<file path="config.mk">
export PLATFORM = sky130hd
export DESIGN_NAME = box_addr_gen
export DESIGN_NICKNAME = d
export VERILOG_FILES = /design/src/rtl/box_pkg.sv /design/src/rtl/box_fc_lines.sv /design/src/rtl/box_row_seq.sv /design/src/rtl/box_addr_gen.sv
export SDC_FILE = /design/constraint.sdc
export NUM_CORES = 1
export LEC_CHECK = 0
export BUFFER_PORTS_ARGS = -buffer_cell sky130_fd_sc_hd__buf_4
export CAP_MARGIN = 0
export CORE_UTILIZATION = 45
export DETAILED_ROUTE_END_ITERATION = 8
export PLACE_DENSITY = 0.72
export SLEW_MARGIN = 20
export SYNTH_ARGS = -nofsm -noshare
export SYNTH_HDL_FRONTEND = slang
export SYNTH_SLANG_ARGS = --single-unit
</file>
<file path="constraint.sdc">
create_clock -name clk -period 10.2 [get_ports clk]
set_input_delay 2.04 -clock clk [delete_from_list [all_inputs] [get_ports clk]]
set_output_delay 2.04 -clock clk [all_outputs]
set_load 0.1 [all_outputs]
</file>
<file path="src/rtl/box_pkg.sv">
package box_pkg;

  localparam int HALF_W  = 16;
  localparam int CODE_W  = 3;
  localparam int BLK_W   = 7;
  localparam int CLR_BIT = 17;
  localparam int ALT_BIT = 18;
  localparam int CTL_W   = ALT_BIT + 1;

  typedef enum logic [1:0] {
    ST_IDLE,
    ST_WAIT,
    ST_RUN,
    ST_FIN
  } seq_state_t;

  // Beats released per request for a block code (4 bytes per beat).
  function automatic logic [BLK_W-1:0] blk_beats(input logic [CODE_W-1:0] code);
    case (code)
      3'd0:    blk_beats = 7'd4;
      3'd1:    blk_beats = 7'd8;
      3'd2:    blk_beats = 7'd16;
      3'd3:    blk_beats = 7'd32;
      3'd4:    blk_beats = 7'd48;
      default: blk_beats = 7'd64;
    endcase
  endfunction

endpackage

</file>
<file path="src/rtl/box_fc_lines.sv">
module box_fc_lines
  import box_pkg::*;
#(
  parameter int LINES = 16,
  parameter int LW    = $clog2(LINES)
) (
  input  logic              clk,
  input  logic              rst,
  input  logic [LINES-1:0]  req_a,
  input  logic [LINES-1:0]  req_b,
  input  logic              ctl_we,
  input  logic [LW-1:0]     ctl_line,
  input  logic [CODE_W-1:0] ctl_code,
  input  logic              ctl_clr,
  input  logic              ctl_alt,
  input  logic [LW-1:0]     sel,
  input  logic              consume,
  output logic              sel_pend,
  output logic [CODE_W-1:0] sel_code,
  output logic [LINES-1:0]  pend_vec
);

  logic [CODE_W-1:0] code_vec [LINES];

  for (genvar i = 0; i < LINES; i++) begin : g_line
    logic [CODE_W-1:0] code_q;
    logic              alt_q;
    logic              prev_q;
    logic              pend_q;
    logic              cur;
    logic              hit;

    assign cur = alt_q ? req_b[i] : req_a[i];
    assign hit = ctl_we && (ctl_line == LW'(i));

    always_ff @(posedge clk) begin
      if (rst || (hit && ctl_clr)) begin
        code_q <= '0;
        alt_q  <= 1'b0;
        prev_q <= 1'b1;
        pend_q <= 1'b0;
      end else begin
        if (hit) begin
          code_q <= ctl_code;
          alt_q  <= ctl_alt;
        end
        prev_q <= cur;
        if (cur && !prev_q)
          pend_q <= 1'b1;
        else if (consume && (sel == LW'(i)))
          pend_q <= 1'b0;
      end
    end

    assign code_vec[i] = code_q;
    assign pend_vec[i] = pend_q;
  end

  assign sel_pend = pend_vec[sel];
  assign sel_code = code_vec[sel];

endmodule

</file>
<file path="src/rtl/box_row_seq.sv">
module box_row_seq
  import box_pkg::*;
#(
  parameter int AW = 32,
  parameter int LW = 4
) (
  input  logic              clk,
  input  logic              rst,
  input  logic              start,
  input  logic [AW-1:0]     src_addr,
  input  logic [AW-1:0]     dst_addr,
  input  logic [31:0]       row_len,
  input  logic [31:0]       row_cnt,
  input  logic [31:0]       row_off,
  input  logic [LW-1:0]     fc_line,
  input  logic              sel_pend,
  input  logic [CODE_W-1:0] sel_code,
  output logic [LW-1:0]     sel,
  output logic              consume,
  output logic              beat_valid,
  output logic [AW-1:0]     rd_addr,
  output logic [AW-1:0]     wr_addr,
  output logic              done
);

  localparam int BW = HALF_W - 1;

  seq_state_t        state;
  logic [BW-1:0]     beats_q, beat_i;
  logic [HALF_W-1:0] rows_q, row_i;
  logic [HALF_W-1:0] src_str, dst_str;
  logic [BLK_W-1:0]  blk_i;
  logic [AW-1:0]     row_rd, row_wr, cur_rd, cur_wr;
  logic [LW-1:0]     line_q;

  logic [HALF_W-1:0] min_len, min_cnt;
  logic [HALF_W:0]   len_round;
  logic [BW-1:0]     beats_new;
  logic [AW-1:0]     nxt_rd, nxt_wr;
  logic              fc_on, last_beat, last_row, blk_end;

  assign min_len   = (row_len[31:16] < row_len[15:0]) ? row_len[31:16] : row_len[15:0];
  assign min_cnt   = (row_cnt[31:16] < row_cnt[15:0]) ? row_cnt[31:16] : row_cnt[15:0];
  assign len_round = {1'b0, min_len} + (HALF_W+1)'(3);
  assign beats_new = len_round[HALF_W:2];

  assign nxt_rd    = row_rd + {{(AW-HALF_W){1'b0}}, src_str};
  assign nxt_wr    = row_wr + {{(AW-HALF_W){1'b0}}, dst_str};
  assign fc_on     = (line_q != '0);
  assign last_beat = (beat_i == beats_q - 1'b1);
  assign last_row  = (row_i == rows_q - 1'b1);
  assign blk_end   = (blk_i == blk_beats(sel_code) - 7'd1);

  assign sel     = line_q;
  assign consume = (state == ST_WAIT) && sel_pend;

  always_ff @(posedge clk) begin
    if (rst) begin
      state      <= ST_IDLE;
      beats_q    <= '0;
      beat_i     <= '0;
      rows_q     <= '0;
      row_i      <= '0;
      src_str    <= '0;
      dst_str    <= '0;
      blk_i      <= '0;
      row_rd     <= '0;
      row_wr     <= '0;
      cur_rd     <= '0;
      cur_wr     <= '0;
      line_q     <= '0;
      beat_valid <= 1'b0;
      rd_addr    <= '0;
      wr_addr    <= '0;
      done       <= 1'b0;
    end else begin
      beat_valid <= 1'b0;
      done       <= 1'b0;
      case (state)
        ST_IDLE: begin
          if (start) begin
            beats_q <= beats_new;
            rows_q  <= min_cnt;
            src_str <= row_off[31:16];
            dst_str <= row_off[15:0];
            row_rd  <= src_addr;
            row_wr  <= dst_addr;
            cur_rd  <= src_addr;
            cur_wr  <= dst_addr;
            line_q  <= fc_line;
            beat_i  <= '0;
            row_i   <= '0;
            blk_i   <= '0;
            if (beats_new == '0 || min_cnt == '0)
              state <= ST_FIN;
            else if (fc_line != '0)
              state <= ST_WAIT;
            else
              state <= ST_RUN;
          end
        end
        ST_WAIT: begin
          if (sel_pend) begin
            blk_i <= '0;
            state <= ST_RUN;
          end
        end
        ST_RUN: begin
          beat_valid <= 1'b1;
          rd_addr    <= cur_rd;
          wr_addr    <= cur_wr;
          if (last_beat) begin
            if (last_row) begin
              state <= ST_FIN;
            end else begin
              row_i  <= row_i + 1'b1;
              beat_i <= '0;
              blk_i  <= '0;
              row_rd <= nxt_rd;
              row_wr <= nxt_wr;
              cur_rd <= nxt_rd;
              cur_wr <= nxt_wr;
              state  <= fc_on ? ST_WAIT : ST_RUN;
            end
          end else begin
            beat_i <= beat_i + 1'b1;
            cur_rd <= cur_rd + AW'(4);
            cur_wr <= cur_wr + AW'(4);
            if (fc_on && blk_end) begin
              blk_i <= '0;
              state <= ST_WAIT;
            end else begin
              blk_i <= blk_i + 1'b1;
            end
          end
        end
        default: begin
          done  <= 1'b1;
          state <= ST_IDLE;
        end
      endcase
    end
  end

endmodule

</file>
<file path="src/rtl/box_addr_gen.sv">
module box_addr_gen
  import box_pkg::*;
#(
  parameter int AW    = 32,
  parameter int LINES = 16,
  parameter int LW    = $clog2(LINES)
) (
  input  logic             clk,
  input  logic             rst,
  input  logic             start,
  input  logic [AW-1:0]    src_addr,
  input  logic [AW-1:0]    dst_addr,
  input  logic [31:0]      row_len,
  input  logic [31:0]      row_cnt,
  input  logic [31:0]      row_off,
  input  logic [LW-1:0]    fc_line,
  input  logic [LINES-1:0] req_a,
  input  logic [LINES-1:0] req_b,
  input  logic             ctl_we,
  input  logic [LW-1:0]    ctl_line,
  input  logic [CTL_W-1:0] ctl_wdata,
  output logic             beat_valid,
  output logic [AW-1:0]    rd_addr,
  output logic [AW-1:0]    wr_addr,
  output logic             done
);

  logic [LW-1:0]     sel;
  logic              consume;
  logic              sel_pend;
  logic [CODE_W-1:0] sel_code;
  logic [LINES-1:0]  pend_vec;

  box_fc_lines #(.LINES(LINES), .LW(LW)) u_lines (
    .clk      (clk),
    .rst      (rst),
    .req_a    (req_a),
    .req_b    (req_b),
    .ctl_we   (ctl_we),
    .ctl_line (ctl_line),
    .ctl_code (ctl_wdata[CODE_W-1:0]),
    .ctl_clr  (ctl_wdata[CLR_BIT]),
    .ctl_alt  (ctl_wdata[ALT_BIT]),
    .sel      (sel),
    .consume  (consume),
    .sel_pend (sel_pend),
    .sel_code (sel_code),
    .pend_vec (pend_vec)
  );

  box_row_seq #(.AW(AW), .LW(LW)) u_seq (
    .clk        (clk),
    .rst        (rst),
    .start      (start),
    .src_addr   (src_addr),
    .dst_addr   (dst_addr),
    .row_len    (row_len),
    .row_cnt    (row_cnt),
    .row_off    (row_off),
    .fc_line    (fc_line),
    .sel_pend   (sel_pend),
    .sel_code   (sel_code),
    .sel        (sel),
    .consume    (consume),
    .beat_valid (beat_valid),
    .rd_addr    (rd_addr),
    .wr_addr    (wr_addr),
    .done       (done)
  );

endmodule

</file>
==> results.py, run 1 <==
metrics = {
    "power_and_ir_drop": {
        "p_sw_uw": 2490,
        "internal_power_uw": 3670,
        "sw_frac_of_total_pct": 40.4,
        "power_frac_comb_pct": 37.0,
        "pwr-share-seq_pct": 34.8,
        "power_frac_clock_pct": 28.2,
        "p_leak_uw": 0.0103,
        "cellPowerDensity_nw_per_um2": 234,
        "ir_drop_uv": 128,
    },
    "detailed_routing": {
        "wl_per_cell_um": 18.2,
        "vias": 21500,
        "drc_errors": 0,
        "first_pass_iters": 6,
        "viasPerCell": 5.82,
        "met1_length_mm": 29.6,
        "wl_met2_mm": 30.4,
        "detail-route-antenna-nets": 0,
        "dr_wl_met3_mm": 4.90,
        "drt_iter0_drc": 1928,
        "dr.max_layer_used": "met5",
        "drt_wl_total_mm": 67.5,
    },
    "layout": {
        "drive_above_1_share_pct": 14.5,
        "fill_cells": 4550,
        "area_growth_pct": 17.8,
        "final_nets": 3296,
    },
    "outcome": {
        "status": "finished clean",
    },
    "logic_synthesis": {
        "synth_top_area_share_pct": 35.5,
        "synth.cell_area_um2": 22400,
        "yosysTopAreaCell": "dfxtp_1",
        "yosysMostFrequentCell": "nand2_1",
        "synthesis.nets": 3122,
        "syn_inst": 2827,
        "synth_commonest_cells": "nand2_1 (451), dfxtp_1 (397), nor2_1 (293), a21oi_1 (271), clkbuf_1 (122)",
        "ys_top_cells_by_area": "dfxtp_1 (36%), nand2_1 (7.6%), a21oi_1 (6.1%)",
        "ys_dominant_reg_cell": "dfxtp_1",
        "async_flop_share_pct": 0,
        "synth_warnings": 0,
        "ys_seq_elements": 397,
        "ys_seq_area_share_pct": 35.5,
        "synthDistinctLibCells": 81,
        "synth_edf_count": 0,
        "avgSynthCellArea_um2": 7.91,
    },
    "timing": {
        "max_freq_mhz": 197,
        "fin_crit_sh_pct": 49.8,
        "timing.hold.ws_ns": 0.447,
        "rsz0062_at_grt": "no",
        "hold_viol": 0,
        "finalClockSkew_ns": 0.0355,
        "setup_viol": 0,
        "period_minus_slack_ns": 5.08,
        "tns_ns": 0,
        "finalMaxSlewViolations": 0,
        "tightest_slew_ns": 1.08,
        "slew_headroom_pct": 28.2,
    },
    "cts": {
        "cts-resized-gates": 0,
        "cts_hold_buf": 0,
        "cts.htree.levels": 2,
        "cts.sinks": 397,
        "postCtsSetupRepairBufs": 0,
        "cts-root-buf": "clkbuf_16",
        "clock_path_buffers": 3,
        "clock_latency_ns": 0.58,
        "cts_tree": "yes",
        "path_clk_slew_ns": 0.06,
        "cts_made_buffers": 45,
    },
    "setup_path": {
        "worstSetupEndpointType": "flop",
        "r2r_start": "u_seq.beats_q[0]",
        "regToRegEndpoint": "u_seq.cur_rd[20]",
        "crit_path_top_delay_cell": "a2111oi_0",
        "path_cells": "buf_4 > inv_1 > ha_1 > and3_1 > a221oi_1 > o21ai_0 > a2111oi_0 > o31ai_4 > mux2_2 > or4_1 > or2_2 > a21oi_1",
        "slowest_delay_ns": 0.73,
        "worstSetupPathType": "in -> reg",
        "arrival_ns": 5.55,
        "rrSetupSlack_ns": 5.71,
        "reg2reg_depth": 13,
        "cp.required_ns": 10.67,
        "crit_path_start_kind": "input pin",
        "crit_fanout": 27,
    },
    "floorplan": {
        "die_y_um": 225,
        "fp.dieW_um": 225,
        "core-area_um2": 49000,
        "io_pins": 289,
        "rows": 81,
        "die_area_um2": 50600,
        "start_util_pct": 45.7,
    },
    "global_route": {
        "grt_overflow_total": 0,
        "grt_pass1_vias": 20400,
        "grt_pass1_wl_mm": 107,
        "track_usage_pct": 26.1,
        "antenna_found_initial": 6,
        "grt_max_degree": 104,
    },
    "placed_design": {
        "port_buffers": 274,
        "routabilityCongestion": 0.889,
        "post-dp-hpwl_mm": 47.9,
    },
    "worst_hold_path": {
        "hold_end": "u_seq.rd_addr[1]",
        "hold_depth": 2,
        "hp-class": "reg -> reg",
        "min_from": "u_seq.cur_rd[1]",
    },
    "job": {
        "maxCapViolations": 0,
    },
}
==> registers in the layout, summed over array words and instances, names as in the netlist, 32 cells and up <==
signal and flops:
u_seq.wr_addr 32, u_seq.cur_wr 32, u_lines.g_line.code_q 48, u_seq.rd_addr 32, u_seq.row_rd 32, u_seq.cur_rd 32
u_seq.row_wr 32
==> cell usage in the layout, fill, tap and decap left out, types with 73 or more instances in the layout <==
cell type and count:
o21ai_0 111, buf_4 292, a211oi_1 73, nand2_1 449, xnor2_1 99, nor2_1 290, a21oi_1 270, nand3_1 87
mux2i_1 91, dfxtp_1 397
==> final cells by class <==
class                   instances  area [um^2]  area share (%)
well taps                     664          831            3.15
clock buffers                  62         1340            5.09
repair buffers                293         2210            8.37
flip-flops and latches        397         7950            30.1
diodes                          4         10.0          0.0380
multi-input cells            2207        13600            51.5
clock inverters                16          248           0.940
inverters                      57          214           0.812
==> power groups by stage <==
stage / combinational, uW / clock [uW] / sequential, uW
floorplan: 1560 / 0 / 2260
global placement: 2190 / 0 / 2150
detailed placement: 2250 / 0 / 2160
CTS: 2260 / 1760 / 2130
global route: 2510 / 1820 / 2180
finish: 2280 / 1740 / 2150
==> how the worst max path moves through the flow <==
stage | slack, ns | start | cells after the start | endpoint
2_1_floorplan | 5.09 | row_len[6] | 11 | u_seq.beats_q[14]
3_3_place_gp | 4.54 | row_len[6] | 12 | u_seq.beats_q[14]
3_5_place_dp | 4.56 | row_len[6] | 12 | u_seq.beats_q[14]
4_1_cts | 5.14 | row_len[6] | 12 | u_seq.beats_q[14]
5_1_grt | 4.92 | row_len[6] | 12 | u_seq.beats_q[14]
6_report | 5.12 | row_len[6] | 12 | u_seq.beats_q[14]
==> per-layer routing <==
layer	up-vias	GRT usage [%]
met4	4	10.8
li1	10500	-
met3	159	3.92
met2	794	41.8
met1	10100	35.1
met5	-	0
==> cell families after synthesis <==
logic type | count (synthesis) | share of synthesized area, %
and+or+nand+nor | 1143 | 23.5
xor gates and xnor gates | 163 | 6.38
muxes | 109 | 5.83
buffers and inverters | 223 | 4.08
AOI/OAI and AO/OA | 720 | 20.6
DFF | 397 | 35.5
adders and majority gates | 72 | 4.09
==> metrics by stage <==
stage          power (uW)  instance area (um^2)  std cells  utilization (%)  worst slack, ns
2_1_floorplan        3820                 22400       2827                -             5.09
6_report             6160                 26400       3700             53.9             5.12
3_5_place_dp         4410                 24800       3618             50.6             4.56
3_3_place_gp         4340                 24800       3618             50.6             4.54
5_1_grt              6510                 26400       3697             53.8             4.92
4_1_cts              6160                 26300       3696             53.8             5.14
==> worst max-delay path, delay by kind of cell <==
family | cells | cell delay, ns
compound gates | 5 | 1.64
fa+ha+maj | 1 | 0.30
buf+inv | 2 | 0.15
mux | 1 | 0.41
simple gates | 3 | 1.02
Note: power is estimated with default switching activity, not from simulation.
==> inputs of run 2 (changes only) <==
- ABC_AREA: default -> 1
- PLACE_DENSITY: 0.72 -> 0.74
- clock period: 10.2 -> 4.22 ns (I/O delays scaled with it)
==> results.py, run 2 <==
metrics = {
    "detailed_routing": {
        "drt_wl_total_mm": 64.5,
        "drc_errors": 0,
        "drt_iter0_drc": 1982,
        "viasPerCell": 5.30,
        "dr.max_layer_used": "met5",
        "wl_met2_mm": 28.1,
        "dr_wl_met3_mm": 4.08,
        "vias": 22000,
        "first_pass_iters": 5,
        "met1_length_mm": 31.1,
        "detail-route-antenna-nets": 0,
        "wl_per_cell_um": 15.5,
    },
    "layout": {
        "fill_cells": 4798,
        "area_growth_pct": 18.3,
        "layout_common_cells": "nand2_1 (740), dfxtp_1 (397), nor2_1 (321)",
        "fin_area_um2": 26300,
        "instances_no_fill": 4153,
        "largest_register": "u_lines.g_line.code_q",
        "multi_input_area_um2": 12600,
        "layout_commonest_cell": "nand2_1",
        "diodes": 0,
        "largest_register_ffs": 48,
        "drive_above_1_share_pct": 12.4,
        "final_nets": 3749,
        "seqCellArea_um2": 7950,
    },
    "logic_synthesis": {
        "syn_inst": 3245,
        "yosysTopAreaCell": "dfxtp_1",
        "yosysMostFrequentCell": "nand2_1",
        "synth_commonest_cells": "nand2_1 (740), dfxtp_1 (397), nor2_1 (324), a21oi_1 (313), o21ai_0 (309)",
        "ys_seq_elements": 397,
        "synthesis.nets": 3540,
        "synthDistinctLibCells": 50,
        "ys_seq_area_share_pct": 35.7,
        "synth.cell_area_um2": 22300,
        "synth_top_area_share_pct": 35.7,
        "ys_top_cells_by_area": "dfxtp_1 (36%), nand2_1 (12%), a21oi_1 (7.0%)",
        "async_flop_share_pct": 0,
        "ys_dominant_reg_cell": "dfxtp_1",
        "synth_edf_count": 0,
        "avgSynthCellArea_um2": 6.86,
        "synth_warnings": 0,
    },
    "timing": {
        "period_minus_slack_ns": 3.76,
        "max_freq_mhz": 266,
        "hold_viol": 0,
        "tns_ns": 0,
        "finalClockSkew_ns": 0.0296,
        "finalMaxSlewViolations": 0,
        "rsz0062_at_grt": "no",
        "tightest_slew_ns": 1.02,
        "setup_viol": 0,
        "slew_headroom_pct": 32.2,
        "timing.hold.ws_ns": 0.456,
        "fin_crit_sh_pct": 89.0,
    },
    "global_route": {
        "grt_pass1_vias": 20100,
        "antenna_found_initial": 1,
        "track_usage_pct": 25.4,
        "grt_overflow_total": 0,
        "grt_pass1_wl_mm": 104,
        "grt_max_degree": 149,
    },
    "setup_path": {
        "crit_path_start_kind": "flop",
        "arrival_ns": 4.20,
        "reg2reg_depth": 22,
        "cp.required_ns": 4.66,
        "regToRegEndpoint": "u_seq.blk_i[3]",
        "cp-startpoint": "u_seq.sel[1]",
        "worstSetupPathType": "reg -> reg",
        "endpoint": "u_seq.blk_i[3]",
        "worstSetupEndpointType": "flop",
        "r2r_start": "u_seq.sel[1]",
        "crit_fanout": 14,
        "rrSetupSlack_ns": 0.46,
    },
    "cts": {
        "cts-root-buf": "clkbuf_16",
        "postCtsSetupRepairBufs": 0,
        "cts.sinks": 397,
        "cts_made_buffers": 44,
        "cts-resized-gates": 0,
        "clock_latency_ns": 0.58,
        "cts_hold_buf": 0,
        "clock_path_buffers": 3,
        "path_clk_slew_ns": 0.06,
        "cts.htree.levels": 2,
        "cts_tree": "yes",
    },
    "power_and_ir_drop": {
        "p_sw_uw": 8130,
        "power_frac_clock_pct": 23.2,
        "internal_power_uw": 9450,
        "ir_drop_uv": 464,
        "cellPowerDensity_nw_per_um2": 668,
        "p_leak_uw": 0.0116,
        "power_frac_comb_pct": 44.9,
        "sw_frac_of_total_pct": 46.2,
        "pwr-share-seq_pct": 31.9,
    },
    "placed_design": {
        "port_buffers": 274,
        "routabilityCongestion": 0.893,
        "post-dp-hpwl_mm": 45.6,
        "place_inst": 4072,
        "dpl_cell_area_um2": 24800,
    },
    "floorplan": {
        "start_util_pct": 45.6,
        "core-area_um2": 48800,
        "io_pins": 289,
        "die_y_um": 224,
        "rows": 81,
        "die_area_um2": 50400,
        "fp.dieW_um": 224,
    },
    "worst_hold_path": {
        "hp-class": "reg -> reg",
    },
    "job": {
        "maxCapViolations": 0,
    },
    "outcome": {
        "status": "finished clean",
    },
}
[run 2: cell type report]
cell class	count	share of cell area, %
multi-input cells	2410	47.9
flip-flops and latches	397	30.2
repair buffers	302	8.75
clock buffers	62	4.78
inverters	299	4.28
well taps	664	3.15
clock inverters	19	1.02
[run 2: metal layers]
| metal | vias to the layer above | global-route usage (%) |
|---|---|---|
| li1 | 11200 | - |
| met3 | 79 | 3.54 |
| met1 | 10100 | 36.5 |
| met5 | - | 0 |
| met4 | 2 | 5.82 |
| met2 | 659 | 39.9 |
[run 2: cells by family after synthesis]
family | after synthesis | synth area share, %
compound gates | 797 | 19.7
xor+xnor | 162 | 6.37
fa+ha+maj | 72 | 4.11
buf+inv | 438 | 7.78
flops | 397 | 35.7
mux | 14 | 0.629
simple gates | 1365 | 25.7
[run 2: how the worst min path moves through the flow]
stage,startpoint,slack [ns],depth (start not counted),end
2_1_floorplan,u_seq.cur_wr[0],0.43,2,u_seq.wr_addr[0]
3_3_place_gp,u_seq.row_wr[0],0.44,2,u_seq.row_wr[0]
3_5_place_dp,u_seq.row_wr[0],0.45,2,u_seq.row_wr[0]
4_1_cts,row_off[18],0.45,2,u_seq.src_str[2]
5_1_grt,row_off[27],0.46,2,u_seq.src_str[11]
6_report,u_seq.row_wr[0],0.46,2,u_seq.row_wr[0]
[run 2: metrics by stage]
stage | setup WS, ns | util [%] | total power [uW]
after detailed placement | 0.502 | 50.8 | 13500
after global placement | 0.539 | 50.8 | 13400
after floorplan | 1.11 | - | 11600
after CTS | 0.512 | 53.9 | 17600
after global routing | 0.0322 | 53.9 | 18700
final | 0.463 | 53.9 | 17600
[run 2: worst max-delay path, cell delays in order (launching register included)]
cell and delay, ns:
dfxtp_1 0.35, inv_1 0.07, nand2_1 0.13, clkinv_1 0.40, a22oi_1 0.36, nand2_1 0.09, nand2_1 0.07, nand2_1 0.06
nor2_1 0.31, nand2_1 0.12, inv_1 0.13, o21ai_0 0.11, ha_1 0.31, xor2_1 0.14, nand3_1 0.09, a21oi_1 0.12
o2111ai_1 0.12, nor2_1 0.10, nand2_1 0.06, nand2_1 0.11, inv_1 0.09, o21ai_2 0.22, nor3b_1 0.08
[run 2: power groups by stage]
stage / logic, uW / clock network [uW] / registers [uW]
global route: 8680 / 4310 / 5740
global placement: 7750 / 0 / 5640
finish: 7900 / 4070 / 5620
detailed placement: 7820 / 0 / 5660
CTS: 7860 / 4130 / 5590
floorplan: 4580 / 0 / 7000
